File: src/rtl/iw_pkg.sv
package iw_pkg;
  localparam int unsigned HDR_BYTES  = 36;
  localparam int unsigned CMD_BYTE   = 32'h14;
  localparam int unsigned SEL_W      = 8;

  function automatic int unsigned file_bytes(input int unsigned slots);
    return HDR_BYTES + 4 * slots;
  endfunction

  // smallest power of two strictly above x
  function automatic int unsigned pow2_above(input int unsigned x);
    int unsigned r;
    r = 1;
    while (r <= x) r = r << 1;
    return r;
  endfunction

  function automatic logic [31:0] be_merge(input logic [31:0] old_v,
                                           input logic [31:0] new_v,
                                           input logic [3:0]  be);
    logic [31:0] r;
    for (int b = 0; b < 4; b++) r[8*b +: 8] = be[b] ? new_v[8*b +: 8] : old_v[8*b +: 8];
    return r;
  endfunction

  typedef struct packed {
    logic        hit_cap;
    logic        hit_sel;
    logic        hit_data;
    logic [3:0]  be;
    logic [31:0] wdata;
  } cfg_wr_t;
endpackage

File: src/rtl/iw_cfg_decode.sv
module iw_cfg_decode import iw_pkg::*; #(
  parameter int unsigned CFG_AW = 6,
  parameter logic [CFG_AW-1:0] CAP_DW = '0
) (
  input  logic              cfg_we_i,
  input  logic [CFG_AW-1:0] cfg_waddr_i,
  input  logic [3:0]        cfg_be_i,
  input  logic [31:0]       cfg_wdata_i,
  output cfg_wr_t           dec_o
);
  localparam logic [CFG_AW-1:0] DATA_DW = CAP_DW + CFG_AW'(1);

  logic at_hdr, at_data;

  always_comb begin
    at_hdr         = cfg_waddr_i == CAP_DW;
    at_data        = cfg_waddr_i == DATA_DW;
    dec_o.hit_cap  = cfg_we_i && (at_hdr || at_data);
    dec_o.hit_sel  = cfg_we_i && at_hdr && cfg_be_i[2];
    dec_o.hit_data = cfg_we_i && at_data;
    dec_o.be       = cfg_be_i;
    dec_o.wdata    = cfg_wdata_i;
  end
endmodule

File: src/rtl/iw_cap_regs.sv
module iw_cap_regs import iw_pkg::*; (
  input  logic             clk_i,
  input  logic             rst_ni,
  input  cfg_wr_t          dec_i,
  input  logic [31:0]      rd_word_i,
  output logic [SEL_W-1:0] sel_o,
  output logic [31:0]      data_o,
  output logic             refresh_o,
  output logic [31:0]      fwd_val_o
);
  logic [SEL_W-1:0] sel_q;
  logic [31:0]      data_q;
  logic             refresh_q;
  logic [31:0]      base;

  // a pending reload supplies the merge base, not the stale register
  always_comb begin
    base      = refresh_q ? rd_word_i : data_q;
    fwd_val_o = be_merge(base, dec_i.wdata, dec_i.be);
  end

  always_ff @(posedge clk_i or negedge rst_ni) begin
    if (!rst_ni) begin
      sel_q     <= '0;
      data_q    <= '0;
      refresh_q <= 1'b0;
    end else begin
      if (dec_i.hit_sel)  sel_q <= dec_i.wdata[23:16];
      if (dec_i.hit_data) data_q <= fwd_val_o;
      else if (refresh_q) data_q <= rd_word_i;
      refresh_q <= dec_i.hit_cap;
    end
  end

  assign sel_o     = sel_q;
  assign data_o    = data_q;
  assign refresh_o = refresh_q;
endmodule

File: src/rtl/iw_wr_merge.sv
module iw_wr_merge import iw_pkg::*; #(
  parameter int unsigned FILE_BYTES = 160,
  parameter int unsigned WF_AW      = 8
) (
  input  logic [SEL_W-1:0] sel_i,
  input  logic             fwd_i,
  input  logic [31:0]      fwd_val_i,
  input  logic [31:0]      wf_rdata_i,
  input  logic [31:0]      wf_wmask_i,
  input  logic [31:0]      wf_w1c_i,
  output logic [31:0]      rd_word_o,
  output logic             wf_we_o,
  output logic [WF_AW-1:0] wf_addr_o,
  output logic [31:0]      wf_wdata_o
);
  localparam int unsigned BA_W = SEL_W + 2;

  logic [BA_W-1:0] byte_addr;
  logic            in_range;

  always_comb begin
    byte_addr = {sel_i, 2'b00};
    in_range  = 32'(byte_addr) < FILE_BYTES;
  end

  for (genvar b = 0; b < 4; b++) begin : g_byte
    logic [7:0] old_b, val_b, wm_b, wc_b;
    always_comb begin
      old_b = wf_rdata_i[8*b +: 8];
      val_b = fwd_val_i[8*b +: 8];
      wm_b  = wf_wmask_i[8*b +: 8];
      wc_b  = wf_w1c_i[8*b +: 8];
      wf_wdata_o[8*b +: 8] = ((old_b & ~wm_b) | (val_b & wm_b)) & ~(val_b & wc_b);
    end
  end

  assign rd_word_o = in_range ? wf_rdata_i : 32'h0;
  assign wf_we_o   = fwd_i && in_range;
  assign wf_addr_o = byte_addr[WF_AW-1:0];
endmodule

File: src/rtl/iw_window.sv
module iw_window import iw_pkg::*; #(
  parameter int unsigned SLOTS      = 31,
  parameter int unsigned CFG_AW     = 6,
  parameter int unsigned CAP_OFFSET = 32'h48,
  localparam int unsigned FILE_BYTES = file_bytes(SLOTS),
  localparam int unsigned APERTURE   = pow2_above(FILE_BYTES),
  localparam int unsigned WF_AW      = $clog2(APERTURE)
) (
  input  logic              clk_i,
  input  logic              rst_ni,
  input  logic              cfg_we_i,
  input  logic [CFG_AW-1:0] cfg_waddr_i,
  input  logic [3:0]        cfg_be_i,
  input  logic [31:0]       cfg_wdata_i,
  input  logic [CFG_AW-1:0] cfg_raddr_i,
  output logic [31:0]       cfg_rdata_o,
  output logic              wf_we_o,
  output logic [WF_AW-1:0]  wf_addr_o,
  output logic [31:0]       wf_wdata_o,
  input  logic [31:0]       wf_rdata_i,
  input  logic [31:0]       wf_wmask_i,
  input  logic [31:0]       wf_w1c_i,
  output logic              cmd_strobe_o
);
  localparam logic [CFG_AW-1:0] CAP_DW  = CFG_AW'(CAP_OFFSET / 4);
  localparam logic [CFG_AW-1:0] DATA_DW = CAP_DW + CFG_AW'(1);

  cfg_wr_t          dec;
  logic [SEL_W-1:0] sel_q;
  logic [31:0]      data_q;
  logic             refresh_q;
  logic [31:0]      fwd_val;
  logic [31:0]      rd_word;
  logic             cmd_q;

  iw_cfg_decode #(.CFG_AW(CFG_AW), .CAP_DW(CAP_DW)) u_dec (
    .cfg_we_i   (cfg_we_i),
    .cfg_waddr_i(cfg_waddr_i),
    .cfg_be_i   (cfg_be_i),
    .cfg_wdata_i(cfg_wdata_i),
    .dec_o      (dec)
  );

  iw_cap_regs u_regs (
    .clk_i    (clk_i),
    .rst_ni   (rst_ni),
    .dec_i    (dec),
    .rd_word_i(rd_word),
    .sel_o    (sel_q),
    .data_o   (data_q),
    .refresh_o(refresh_q),
    .fwd_val_o(fwd_val)
  );

  iw_wr_merge #(.FILE_BYTES(FILE_BYTES), .WF_AW(WF_AW)) u_merge (
    .sel_i     (sel_q),
    .fwd_i     (dec.hit_data),
    .fwd_val_i (fwd_val),
    .wf_rdata_i(wf_rdata_i),
    .wf_wmask_i(wf_wmask_i),
    .wf_w1c_i  (wf_w1c_i),
    .rd_word_o (rd_word),
    .wf_we_o   (wf_we_o),
    .wf_addr_o (wf_addr_o),
    .wf_wdata_o(wf_wdata_o)
  );

  always_ff @(posedge clk_i or negedge rst_ni) begin
    if (!rst_ni) cmd_q <= 1'b0;
    else         cmd_q <= wf_we_o && ({sel_q, 2'b00} == (SEL_W+2)'(CMD_BYTE));
  end
  assign cmd_strobe_o = cmd_q;

  always_comb begin
    if (cfg_raddr_i == CAP_DW)       cfg_rdata_o = {8'h00, sel_q, 16'h0000};
    else if (cfg_raddr_i == DATA_DW) cfg_rdata_o = data_q;
    else                             cfg_rdata_o = 32'h0;
  end
endmodule

File: config.mk
export PLATFORM = sky130hd
export DESIGN_NAME = iw_window
export DESIGN_NICKNAME = d
export VERILOG_FILES = /design/src/rtl/iw_pkg.sv /design/src/rtl/iw_cfg_decode.sv /design/src/rtl/iw_cap_regs.sv /design/src/rtl/iw_wr_merge.sv /design/src/rtl/iw_window.sv
export SDC_FILE = /design/constraint.sdc
export NUM_CORES = 1
export LEC_CHECK = 0
export ABC_AREA = 1
export BUFFER_PORTS_ARGS = -buffer_cell sky130_fd_sc_hd__buf_2
export CAP_MARGIN = 10
export CORE_ASPECT_RATIO = 1.1
export CORE_UTILIZATION = 46
export DETAILED_ROUTE_END_ITERATION = 6
export PLACE_DENSITY_LB_ADDON = 0.25
export SETUP_SLACK_MARGIN = 0.3
export SYNTH_ARGS = -nofsm -noshare
export SYNTH_HDL_FRONTEND = slang
export SYNTH_SLANG_ARGS = --single-unit
File: constraint.sdc
create_clock -name clk_i -period 1.3 [get_ports clk_i]
set_input_delay 0 -clock clk_i [delete_from_list [all_inputs] [get_ports clk_i]]
set_output_delay 0 -clock clk_i [all_outputs]
set_load 0.03 [all_outputs]
* Yosys cells after proc, flatten, opt, wreduce, memory -nomap -nowiden
Index checks and enable logic that the tools add are counted.
** Storage, ports and cells
- Register bits :: 42
- Bits of input ports :: 147
- Output and inout bits :: 74
** Operators by class
- Bitwise gates (word level) :: 28
- Eq/ne operators :: 5
- Reduce and logical (&&, ||, !) cells :: 7
- Muxes and demuxes :: 9
- $lt $le $gt $ge :: 1
** Operators with widths (number)
- 2-to-1 mux 32 bit :: 5
- AND 8 bit :: 16
- inverter 8 bit :: 8
- 2-to-1 mux 8 bit :: 4
- bitwise OR 8 bit :: 4
- equality test 6 x 5 -> 1 bit (second input constant) :: 4
- < comparator 10 x 8 -> 1 bit (second input constant) :: 1
- equality test 8 x 3 -> 1 bit (second input constant) :: 1
- logical AND 1 bit :: 6
- logical OR 1 bit :: 1

* Logic depth before layout (Yosys ltp)
Gate-level depths: netlist (run 1).
- Word-level depth :: 7
- Depth in mapped cells :: 10
- Mapped depth without buffers :: 9

* By module
Synthesis (run 1) repeated with hierarchy kept, for this count alone.
** Second synthesis, totals
- Cells, all modules :: 715
- Area total of the unflattened synthesis :: 4813.4 um2
** Modules (own cells, without submodules)
- iw_cap_regs :: times used 1, area an instance 3024.2 um2, sequential area each 1026.0 um2, cells each 362
- iw_wr_merge :: times used 1, area an instance 929.6 um2, sequential area each 0.0 um2, cells each 209
- iw_window :: times used 1, area an instance 540.5 um2, sequential area each 25.0 um2, cells each 95
- iw_cfg_decode :: times used 1, area an instance 319.1 um2, sequential area each 0.0 um2, cells each 49

* Worst setup path after synthesis (run 1)
Ideal clock, no wire load.
- Kind :: flip-flop to output port
- Start :: register u_regs.sel_q[7], in the netlist u_regs.sel_o[7]
- End :: output port wf_wdata_o[25]
- Path slack :: -0.235 ns
- Stages on the path, launching flop included :: 11
- Arrival time :: 1.535 ns
- Buffers on the path :: 1
- Path through :: dfrtp_1 > nor2_1 > nand2_1 > nand2_2 > buf_6 > nand2_1 > nand3_1 > nand2_1 > nand2_1 > nand2_1 > nor2_1
** Between the ends
- Cells in the longest elaborated chain, start to end :: 7
** Ends and longest elaborated chain
- from (decl) :: RTL line iw_cap_regs.sv:11 : logic [SEL_W-1:0] sel_q;
- from (signal assigned) :: RTL line iw_cap_regs.sv:28 : if (dec_i.hit_sel) sel_q <= dec_i.wdata[23:16];
- < comparator 10 x 8 -> 1 bit * :: RTL line iw_wr_merge.sv:23 : in_range = 32'(byte_addr) < FILE_BYTES;
- 2-to-1 mux 32 bit * :: RTL line iw_wr_merge.sv:37 : assign rd_word_o = in_range ? wf_rdata_i : 32'h0;
- 2-to-1 mux 32 bit *
- 2-to-1 mux 8 bit * :: RTL line iw_pkg.sv:22 : for (int b = 0; b < 4; b++) r[8*b +: 8] = be[b] ? new_v[8*b +: 8] : old_v[8*b +: 8];
- AND 8 bit :: RTL line iw_wr_merge.sv:33 : wf_wdata_o[8*b +: 8] = ((old_b & ~wm_b) | (val_b & wm_b)) & ~(val_b & wc_b);
- bitwise OR 8 bit / inverter 8 bit (equally long branches) :: RTL line iw_wr_merge.sv:33
- AND 8 bit * :: RTL line iw_wr_merge.sv:33
- to (decl) :: RTL line iw_window.sv:19 : output logic [31:0] wf_wdata_o,
Mark *: on every way between the ends. The rest lies on a longest branch, timed or not.

* Worst setup path after layout (run 1)
- Start :: register u_regs.sel_q[6], in the netlist u_regs.sel_o[6]
- End :: output port wf_wdata_o[28]
Same word-level chain as after synthesis.

==> results.yml, run 1 <==
setup_path:
  required_ps: 1300
  reg2regPathDepth: 10
  r2r_start: "u_regs.sel_o[6]$_DFFE_PN0P_"
  worstPathArrival_ps: 2050
  crit_type: "register to primary output"
  slowest_delay_ps: 420
  cp-end-kind: "primary output"
  slowest_stage: "dfrtp_1"
  cp_max_fo: 7
  ff2ff_setup_slack_ps: -520
  rr_endpoint: "u_regs.data_o[23]$_DFF_PN0_"
  cp_cell_sequence: "nor2_2, nand2_2, nand2_8, clkbuf_16, nand2_1, nand3_2, nand2_2, nand2_2, nand2_2, nor2_4, buf_6"
  crit_path_frequent_cell: "nand2_2"
  cp_top_family: "simple AND/OR/NAND/NOR gates"
  crit_buf_inv: 2
  start_kind: "register"
floorplan:
  die_h_um: 99.7
  die_x_um: 90.8
  ioPinCount: 221
  initial_utilization: 0.474
  rows: 35
  die-area_um2: 9050
  core_area_um2: 8410
place:
  dp_hpwl_mm: 8.96
  port_buffers: 218
  globalplace.congestion: 0.806
  placed_cells: 1061
routing:
  wirelength_mm: 19.3
  vias: 5968
  vias_per_cell: 5.41
  ant_nets: 0
  drtIter0Drc: 279
  drc: 0
  routedWlPerCell_um: 17.5
  drt_pre_antenna_iters: 7
yosys:
  yosys_register_bits: 42
  synth_edf_count: 0
  synth_top_area_cell: "dfrtp_1"
  async_flop_share: 1.00
  synth_ff_type: "dfrtp_1"
  netlist.area_leader.share: 0.264
  ys_seq_area_frac: 0.264
  yosysUniqueCellTypes: 22
  syn_area_um2: 3990
  netlist_instances: 711
  yosysWarnings: 0
  ys_top_cells_by_area: "dfrtp_1 26%, nand2_1 26%, inv_1 11%, nor2_1 8.8%, or2_2 8.8%"
  syn_area_per_cell_um2: 5.61
sta:
  min_period_ps: 2050
  fmax_mhz: 487
  period_share: 1.58
  rsz0062_at_grt: "true"
  slew_violations: 0
  hold_viol: 0
  finalSetupViolations: 66
  hold_slack_ps: 42.7
  fin_skew_ps: 13.3
  setup_tns_ps: -31650
  finalWorstSetupSlack_ps: -755
cts:
  clock-root-buffer: "clkbuf_8"
  clkTransAtPathRegs_ps: 100
  cts_max_level: 2
  cts_tree: "yes"
  clockBufferDepth: 2
  cts_sinks: 42
  clk_latency_ps: 300
  cts_inserted_buffers: 5
global_route:
  grt_antenna_before_repair: 1
  grt-ovfl-total: 0
  track_usage: 0.287
  grt_pass1_wl_mm: 21.2
  grt_max_degree: 41
  grt_pass1_vias: 4888
finish:
  syn_to_final_growth_pct: 93.4
  finalNonFillerCells: 1103
  nets: 1136
  drive_above_1_share: 0.647
  seq_area_um2: 1050
  fillCellCount: 319
  multi_input_area_um2: 3490
power:
  p_leak_nw: 4.31
  vdd_drop_max_mv: 0.573
  power_density_nw_per_um2: 913
  total_power_mw: 7.04
status:
  status: "finished with violations"
  violations: "setup timing"
min_path:
  min_to: "u_regs.sel_o[7]$_DFFE_PN0P_"
  hold_class: "input pin to register"
  hold_depth: 3
  hp-start: "cfg_wdata_i[23]"
job:
  maxCapViolCount: 0
metrics by stage:
step / area [um2] / utilization / setup slack [ps]
3_5_place_dp: 5910 / 0.703 / -223
6_report: 7710 / 0.917 / -755
2_1_floorplan: 4440 / - / -36.3
5_1_grt: 7710 / 0.917 / -843
3_3_place_gp: 5910 / 0.703 / -207
4_1_cts: 6680 / 0.794 / -537
worst min-delay path, stage by stage:
cell and delay (ps):
buf_2 90, inv_1 80, o21ai_1 140
how the worst max path moves through the flow:
stage                                start        endpoint  cells after the start  slack [ps]
2_1_floorplan  u_regs.sel_o[7]$_DFFE_PN0P_  wf_wdata_o[25]                     10         -40
3_3_place_gp   u_regs.sel_o[7]$_DFFE_PN0P_  wf_wdata_o[17]                     11        -210
3_5_place_dp   u_regs.sel_o[7]$_DFFE_PN0P_  wf_wdata_o[17]                     10        -220
4_1_cts        u_regs.sel_o[7]$_DFFE_PN0P_  wf_wdata_o[24]                     11        -540
5_1_grt        u_regs.sel_o[6]$_DFFE_PN0P_  wf_wdata_o[28]                     11        -840
6_report       u_regs.sel_o[6]$_DFFE_PN0P_  wf_wdata_o[28]                     11        -750
state kept, by name (all words and copies together) (netlist names):
signal,count
u_regs.data_o,32
u_regs.sel_o,8
u_regs.refresh_o,1
cmd_strobe_o,1
placed cells by master, fill, tap and decap left out, drive strengths merged:
cell	instances
buf	290
bufinv	1
clkbuf	9
clkinv	2
clkinvlp	1
conb	2
dfrtp	42
diode	2
dlygate4sd3	9
inv	119
nand2	279
nand3	33
nand3b	1
nand4	1
nor2	94
nor3	1
nor3b	1
nor4	1
o21ai	40
o22ai	8
or2	56
per-layer routing:
layer,vias up,global-route usage,part of all wire
met2,436,0.537,0.53
met5,-,0,0
met4,0,0.118,0.054
met1,2764,0.314,0.33
li1,2662,-,-
met3,106,0.0589,0.089
synthesized netlist by cell type (all sizes together), types with 6 or more instances:
| cell type | count |
|---|---|
| nand3 | 33 |
| o22ai | 8 |
| dfrtp | 42 |
| o21ai | 40 |
| or2 | 56 |
| clkbuf | 6 |
| buf | 27 |
| inv | 119 |
| nor2 | 94 |
| nand2 | 279 |
report_power, final:
part           internal [mW]  switching [mW]  leakage, nW  total (mW)
clock                  0.567           0.499       0.0579        1.07
sequential              1.62           0.207        0.511        1.82
combinational           1.72            2.43         3.74        4.15
what timing repair did:
item / CTS / global route
pin swaps: 4 / 35
resized for setup: 189 / 232
gates cloned: 0 / 4
setup endpoints to repair: 100 / 103
hold buffers: 9 / 0
hold endpoints to repair: 50 / 0
setup buffers: 5 / 14
kinds of logic after synthesis:
group                  Yosys count  synth area share
DFF                             42             0.264
buffers and inverters          153             0.172
other                            1          0.000940
AOI/OAI and AO/OA               48            0.0684
and+or+nand+nor                467             0.495
cell type report:
type                    instances  share of cell area
multi-input cells             517               0.453
repair buffers                303               0.319
flip-flops and latches         42               0.136
inverters                     120              0.0595
well taps                     111              0.0180
clock buffers                   5             0.00892
clock inverters                 3             0.00519
diodes                          2            0.000649
Note: power is estimated with default switching activity, not from simulation.
==> run 2: changes to the inputs <==
--- a/config.mk
+++ b/config.mk
@@ -11,7 +11,7 @@
 export CORE_ASPECT_RATIO = 1.1
 export CORE_UTILIZATION = 46
 export DETAILED_ROUTE_END_ITERATION = 6
-export PLACE_DENSITY_LB_ADDON = 0.25
+export PLACE_DENSITY = 0.94
 export SETUP_SLACK_MARGIN = 0.3
 export SYNTH_ARGS = -nofsm -noshare
 export SYNTH_HDL_FRONTEND = slang
==> results.yml, run 2 (synthesized netlist as in run 1, its figures left out) <==
sta:
  finalWorstSetupSlack_ps: -786
  finalSetupViolations: 66
  slew_violations: 0
  fin_skew_ps: 9.80
  fmax_mhz: 479
  hold_slack_ps: 139
  worstMarginPinSlew_ps: 582
  min_period_ps: 2090
  relSlewSlack: 0.611
  rsz0062_at_grt: "true"
  period_share: 1.60
  hold_viol: 0
place:
  port_buffers: 218
  globalplace.congestion: 0.790
  placed_cells: 1055
  dp_hpwl_mm: 9.74
routing:
  vias: 6250
  drt_pre_antenna_iters: 7
  wirelength_mm: 21.2
  vias_per_cell: 5.67
  drc: 1
  routedWlPerCell_um: 19.3
  drtIter0Drc: 407
  ant_nets: 0
finish:
  multi_input_area_um2: 3500
  nets: 1136
  finalNonFillerCells: 1102
  layout_common_cells: "157 x nand2_1, 146 x buf_2, 104 x inv_1, 99 x nand2_2, 86 x buf_6"
  fillCellCount: 347
  largest_reg_flops: 32
  drive_above_1_share: 0.653
  syn_to_final_growth_pct: 93.6
  seq_area_um2: 1050
  layout_commonest_cell: "nand2_1"
power:
  p_clk_frac: 0.147
  switching_share: 0.452
  pwr-share-comb: 0.595
  vdd_drop_max_mv: 0.688
  p_sw_mw: 3.24
  p_leak_nw: 4.31
  seq_power_share: 0.257
  power_density_nw_per_um2: 928
  internal_power_mw: 3.93
min_path:
  hold_depth: 4
  min_to: "u_regs.data_o[15]$_DFF_PN0_"
  hp-start: "cfg_wdata_i[15]"
  hold_class: "input pin to register"
floorplan:
  rows: 35
  die-area_um2: 9050
  core_area_um2: 8410
  initial_utilization: 0.474
  die_x_um: 90.8
  die_h_um: 99.7
  ioPinCount: 221
global_route:
  grt_max_degree: 35
  grt-ovfl-total: 0
  grt_pass1_wl_mm: 23.3
  track_usage: 0.320
  grt_antenna_before_repair: 2
  grt_pass1_vias: 5357
setup_path:
  slowest_delay_ps: 410
  cp-end-kind: "primary output"
  cp_top_family: "simple AND/OR/NAND/NOR gates"
  slowest_stage: "dfrtp_1"
  r2r_start: "u_regs.sel_o[6]$_DFFE_PN0P_"
  ff2ff_setup_slack_ps: -420
  crit_buf_inv: 2
  required_ps: 1300
  rr_endpoint: "u_regs.data_o[0]$_DFF_PN0_"
  worstPathArrival_ps: 2090
  start_kind: "register"
  cp_max_fo: 5
  reg2regPathDepth: 10
  crit_type: "register to primary output"
  cp_cell_sequence: "nor2_2, nand2_2, nand2_8, buf_12, nand2_1, nand3_1, nand2_2, nor2_2, nor2_4, buf_6"
cts:
  cts_tree: "yes"
  cts_sinks: 42
  clockBufferDepth: 2
  clkTransAtPathRegs_ps: 90
  cts_max_level: 2
  clk_latency_ps: 300
  cts_inserted_buffers: 5
  clock-root-buffer: "clkbuf_8"
status:
  status: "finished with violations"
  violations: "DRC, setup timing"
job:
  maxCapViolCount: 0
[run 2: worst register-to-register path, delay by kind of cell (launching register included)]
family	cells	cell delay (ps)
buffers and inverters	3	410
AO/OA/AOI/OAI	1	170
flip-flops	1	410
AND/OR/NAND/NOR	6	630
[run 2: worst max-delay path by stage]
stage                                 from        endpoint  slack (ps)  depth (start not counted)
2_1_floorplan  u_regs.sel_o[7]$_DFFE_PN0P_  wf_wdata_o[25]         -40                         10
3_3_place_gp   u_regs.sel_o[7]$_DFFE_PN0P_  wf_wdata_o[15]        -210                         11
3_5_place_dp   u_regs.sel_o[7]$_DFFE_PN0P_  wf_wdata_o[15]        -310                         11
4_1_cts        u_regs.sel_o[7]$_DFFE_PN0P_   wf_wdata_o[1]        -530                         10
5_1_grt         u_regs.refresh_o$_DFF_PN0_   wf_wdata_o[1]        -830                         10
6_report       u_regs.sel_o[6]$_DFFE_PN0P_  wf_wdata_o[16]        -790                         10
[run 2: repair_timing]
item,in CTS,in global routing
buffers inserted,6,16
cloned,0,6
gates resized for setup,182,242
endpoints found under the setup margin,98,101
pin swaps,5,43
hold buffers,10,0
hold endpoints to repair,28,0
[run 2: power groups by stage]
| stage | sequential (mW) | combinational (mW) | clock [mW] |
|---|---|---|---|
| floorplan | 1.77 | 1.98 | 0 |
| global placement | 1.79 | 2.72 | 0 |
| detailed placement | 1.81 | 2.81 | 0 |
| CTS | 1.79 | 3.22 | 1.05 |
| global route | 1.87 | 4.53 | 1.12 |
| finish | 1.84 | 4.27 | 1.05 |
[run 2: metrics by stage]
| stage | area (um2) | setup slack (ps) | TNS (ps) | util | total power [mW] |
|---|---|---|---|---|---|
| 2_1_floorplan | 4440 | -36.3 | -959 | - | 3.74 |
| 3_3_place_gp | 5880 | -207 | -7750 | 0.699 | 4.51 |
| 3_5_place_dp | 5880 | -309 | -10870 | 0.699 | 4.62 |
| 4_1_cts | 6640 | -527 | -18360 | 0.790 | 6.05 |
| 5_1_grt | 7720 | -830 | -32680 | 0.918 | 7.52 |
| 6_report | 7720 | -786 | -27000 | 0.918 | 7.17 |
[run 2: metal layers]
layer,wire length (um),up-vias,global-route usage
met1,6350,2823,0.312
met3,1880,220,0.0657
li1,-,2659,-
met2,10800,548,0.624
met4,2240,0,0.182
met5,0,-,0
[run 2: cell type report]
cell class,count,share of cell area
inverters,120,0.0598
clock buffers,5,0.00891
flip-flops and latches,42,0.136
multi-input cells,517,0.453
well taps,111,0.0180
clock inverters,3,0.00519
diodes,1,0.000324
repair buffers,303,0.318
==> run 3: changes to the inputs <==
--- a/config.mk
+++ b/config.mk
@@ -8,7 +8,7 @@
 export ABC_AREA = 1
 export BUFFER_PORTS_ARGS = -buffer_cell sky130_fd_sc_hd__buf_2
 export CAP_MARGIN = 10
-export CORE_ASPECT_RATIO = 1.1
+export CORE_ASPECT_RATIO = 0.6
 export CORE_UTILIZATION = 46
 export DETAILED_ROUTE_END_ITERATION = 6
 export PLACE_DENSITY = 0.94
==> results.yml, run 3 (synthesized netlist as in run 1, its figures left out) <==
power:
  vdd_drop_max_mv: 0.661
  p_leak_nw: 4.25
  power_density_nw_per_um2: 939
  total_power_mw: 6.99
sta:
  finalSetupViolations: 66
  finalWorstSetupSlack_ps: -631
  hold_viol: 0
  rsz0062_at_grt: "true"
  fin_skew_ps: 7.35
  min_period_ps: 1930
  slew_violations: 0
  fmax_mhz: 518
  hold_slack_ps: 27.4
  period_share: 1.49
setup_path:
  crit_path_frequent_cell: "nand2_2"
  cp-end-kind: "primary output"
  cp_cell_sequence: "nor2_2, nand2_2, nand2_4, buf_8, nand2_1, nand3_2, nand2_2, nand2_2, nand2_2, nor2_4, buf_6"
  start_kind: "register"
  r2r_start: "u_regs.sel_o[7]$_DFFE_PN0P_"
  cp_max_fo: 11
  required_ps: 1300
  cp_top_family: "simple AND/OR/NAND/NOR gates"
  slowest_delay_ps: 390
  crit_type: "register to primary output"
  crit_start: "u_regs.sel_o[7]$_DFFE_PN0P_"
  worstPathArrival_ps: 1930
  crit_buf_inv: 2
  slowest_stage: "dfrtp_1"
cts:
  cts_max_level: 2
  cts_tree: "yes"
  cts_sinks: 42
  clockBufferDepth: 2
  cts_inserted_buffers: 5
  clock-root-buffer: "clkbuf_16"
  clkTransAtPathRegs_ps: 60
  clk_latency_ps: 280
place:
  port_buffers: 218
  placed_area_um2: 5940
  globalplace.congestion: 0.854
  dp_hpwl_mm: 10.2
finish:
  drive_above_1_share: 0.616
  syn_to_final_growth_pct: 86.7
  largest_reg_flops: 32
  layout_common_cells: "185 x nand2_1, 148 x buf_2, 111 x inv_1, 86 x nand2_2, 74 x buf_6"
  antenna_cells: 0
  fillCellCount: 324
  nets: 1129
  fin_area_um2: 7450
  layout_commonest_cell: "nand2_1"
  fin_util: 0.916
global_route:
  grt_pass1_vias: 5245
  track_usage: 0.339
  grt_pass1_wl_mm: 24.0
  grt-ovfl-total: 0
  grt_antenna_before_repair: 0
  grt_max_degree: 43
floorplan:
  core_area_um2: 8130
  die-area_um2: 9060
  die_x_um: 122
  rows: 25
  die_h_um: 74.1
  ioPinCount: 221
  initial_utilization: 0.490
routing:
  vias_per_cell: 5.51
  drtIter0Drc: 697
  drt_pre_antenna_iters: 5
  vias: 6008
  routedWlPerCell_um: 17.8
  drc: 0
  wirelength_mm: 19.4
  ant_nets: 0
min_path:
  hold_class: "input pin to register"
  hp-start: "cfg_wdata_i[23]"
job:
  maxCapViolCount: 0
status:
  status: "finished with violations"
  violations: "setup timing"
-- run 3: cell count changes in the layout (fill, tap and decap cells not counted), sizes merged --
cell and change:
clkbuf -3, dlygate4sd3 -5, bufinv -1, diode -1, buf +1
-- run 3: metrics by stage --
stage,TNS [ps],std cells,setup WS (ps)
floorplan,-959,712,-36.3
global placement,-7940,1063,-208
detailed placement,-11690,1063,-304
CTS,-18780,1085,-526
global route,-28720,1090,-822
finish,-24080,1090,-631
-- run 3: path summary, 6_finish.rpt --
kind / cells past startpoint / slack (ps) / end
min in group asynchronous: 2 / 210 / u_regs.data_o[29]$_DFF_PN0_
setup reg to reg: 9 / -330 / u_regs.data_o[26]$_DFF_PN0_
hold reg to reg: 2 / 620 / u_regs.sel_o[1]$_DFFE_PN0P_
setup / recovery: 11 / -630 / wf_wdata_o[26]
hold / removal: 3 / 30 / u_regs.sel_o[7]$_DFFE_PN0P_
max in group asynchronous: 3 / 580 / u_regs.sel_o[1]$_DFFE_PN0P_
-- run 3: metal layers --
metal  GRT usage  wire [um]  vias up
met5           0          0        -
met3      0.0644       2230      127
li1            -          -     2647
met2       0.635       9370      474
met4      0.0813        922        0
met1       0.404       6850     2760
-- run 3: repair_timing --
action                                 CTS  global route
cloned                                   2             2
pin swaps                                9             9
hold buffers                             5             0
endpoints found under the hold margin   20             0
buffers inserted                         8             3
gates resized for setup                189           168
setup endpoints to repair               98           104
-- run 3: cell type report --
class                           count  area (um2)  share of cell area
Tap cell                          108         135              0.0181
Clock inverter                      2        10.0             0.00134
Inverter                          120         459              0.0617
Sequential cell                    42        1050               0.141
Multi-Input combinational cell    517        3340               0.448
Timing Repair Buffer              296        2320               0.312
Clock buffer                        5         125              0.0168
-- run 3: worst min-delay path, delay by kind of cell --
family | cells | cell delay, ps
compound gates | 1 | 90
buf+inv | 2 | 170
-- run 3: report_power, final --
part	internal [mW]	switching [mW]
logic	1.64	2.35
registers	1.62	0.201
clock network	0.694	0.492
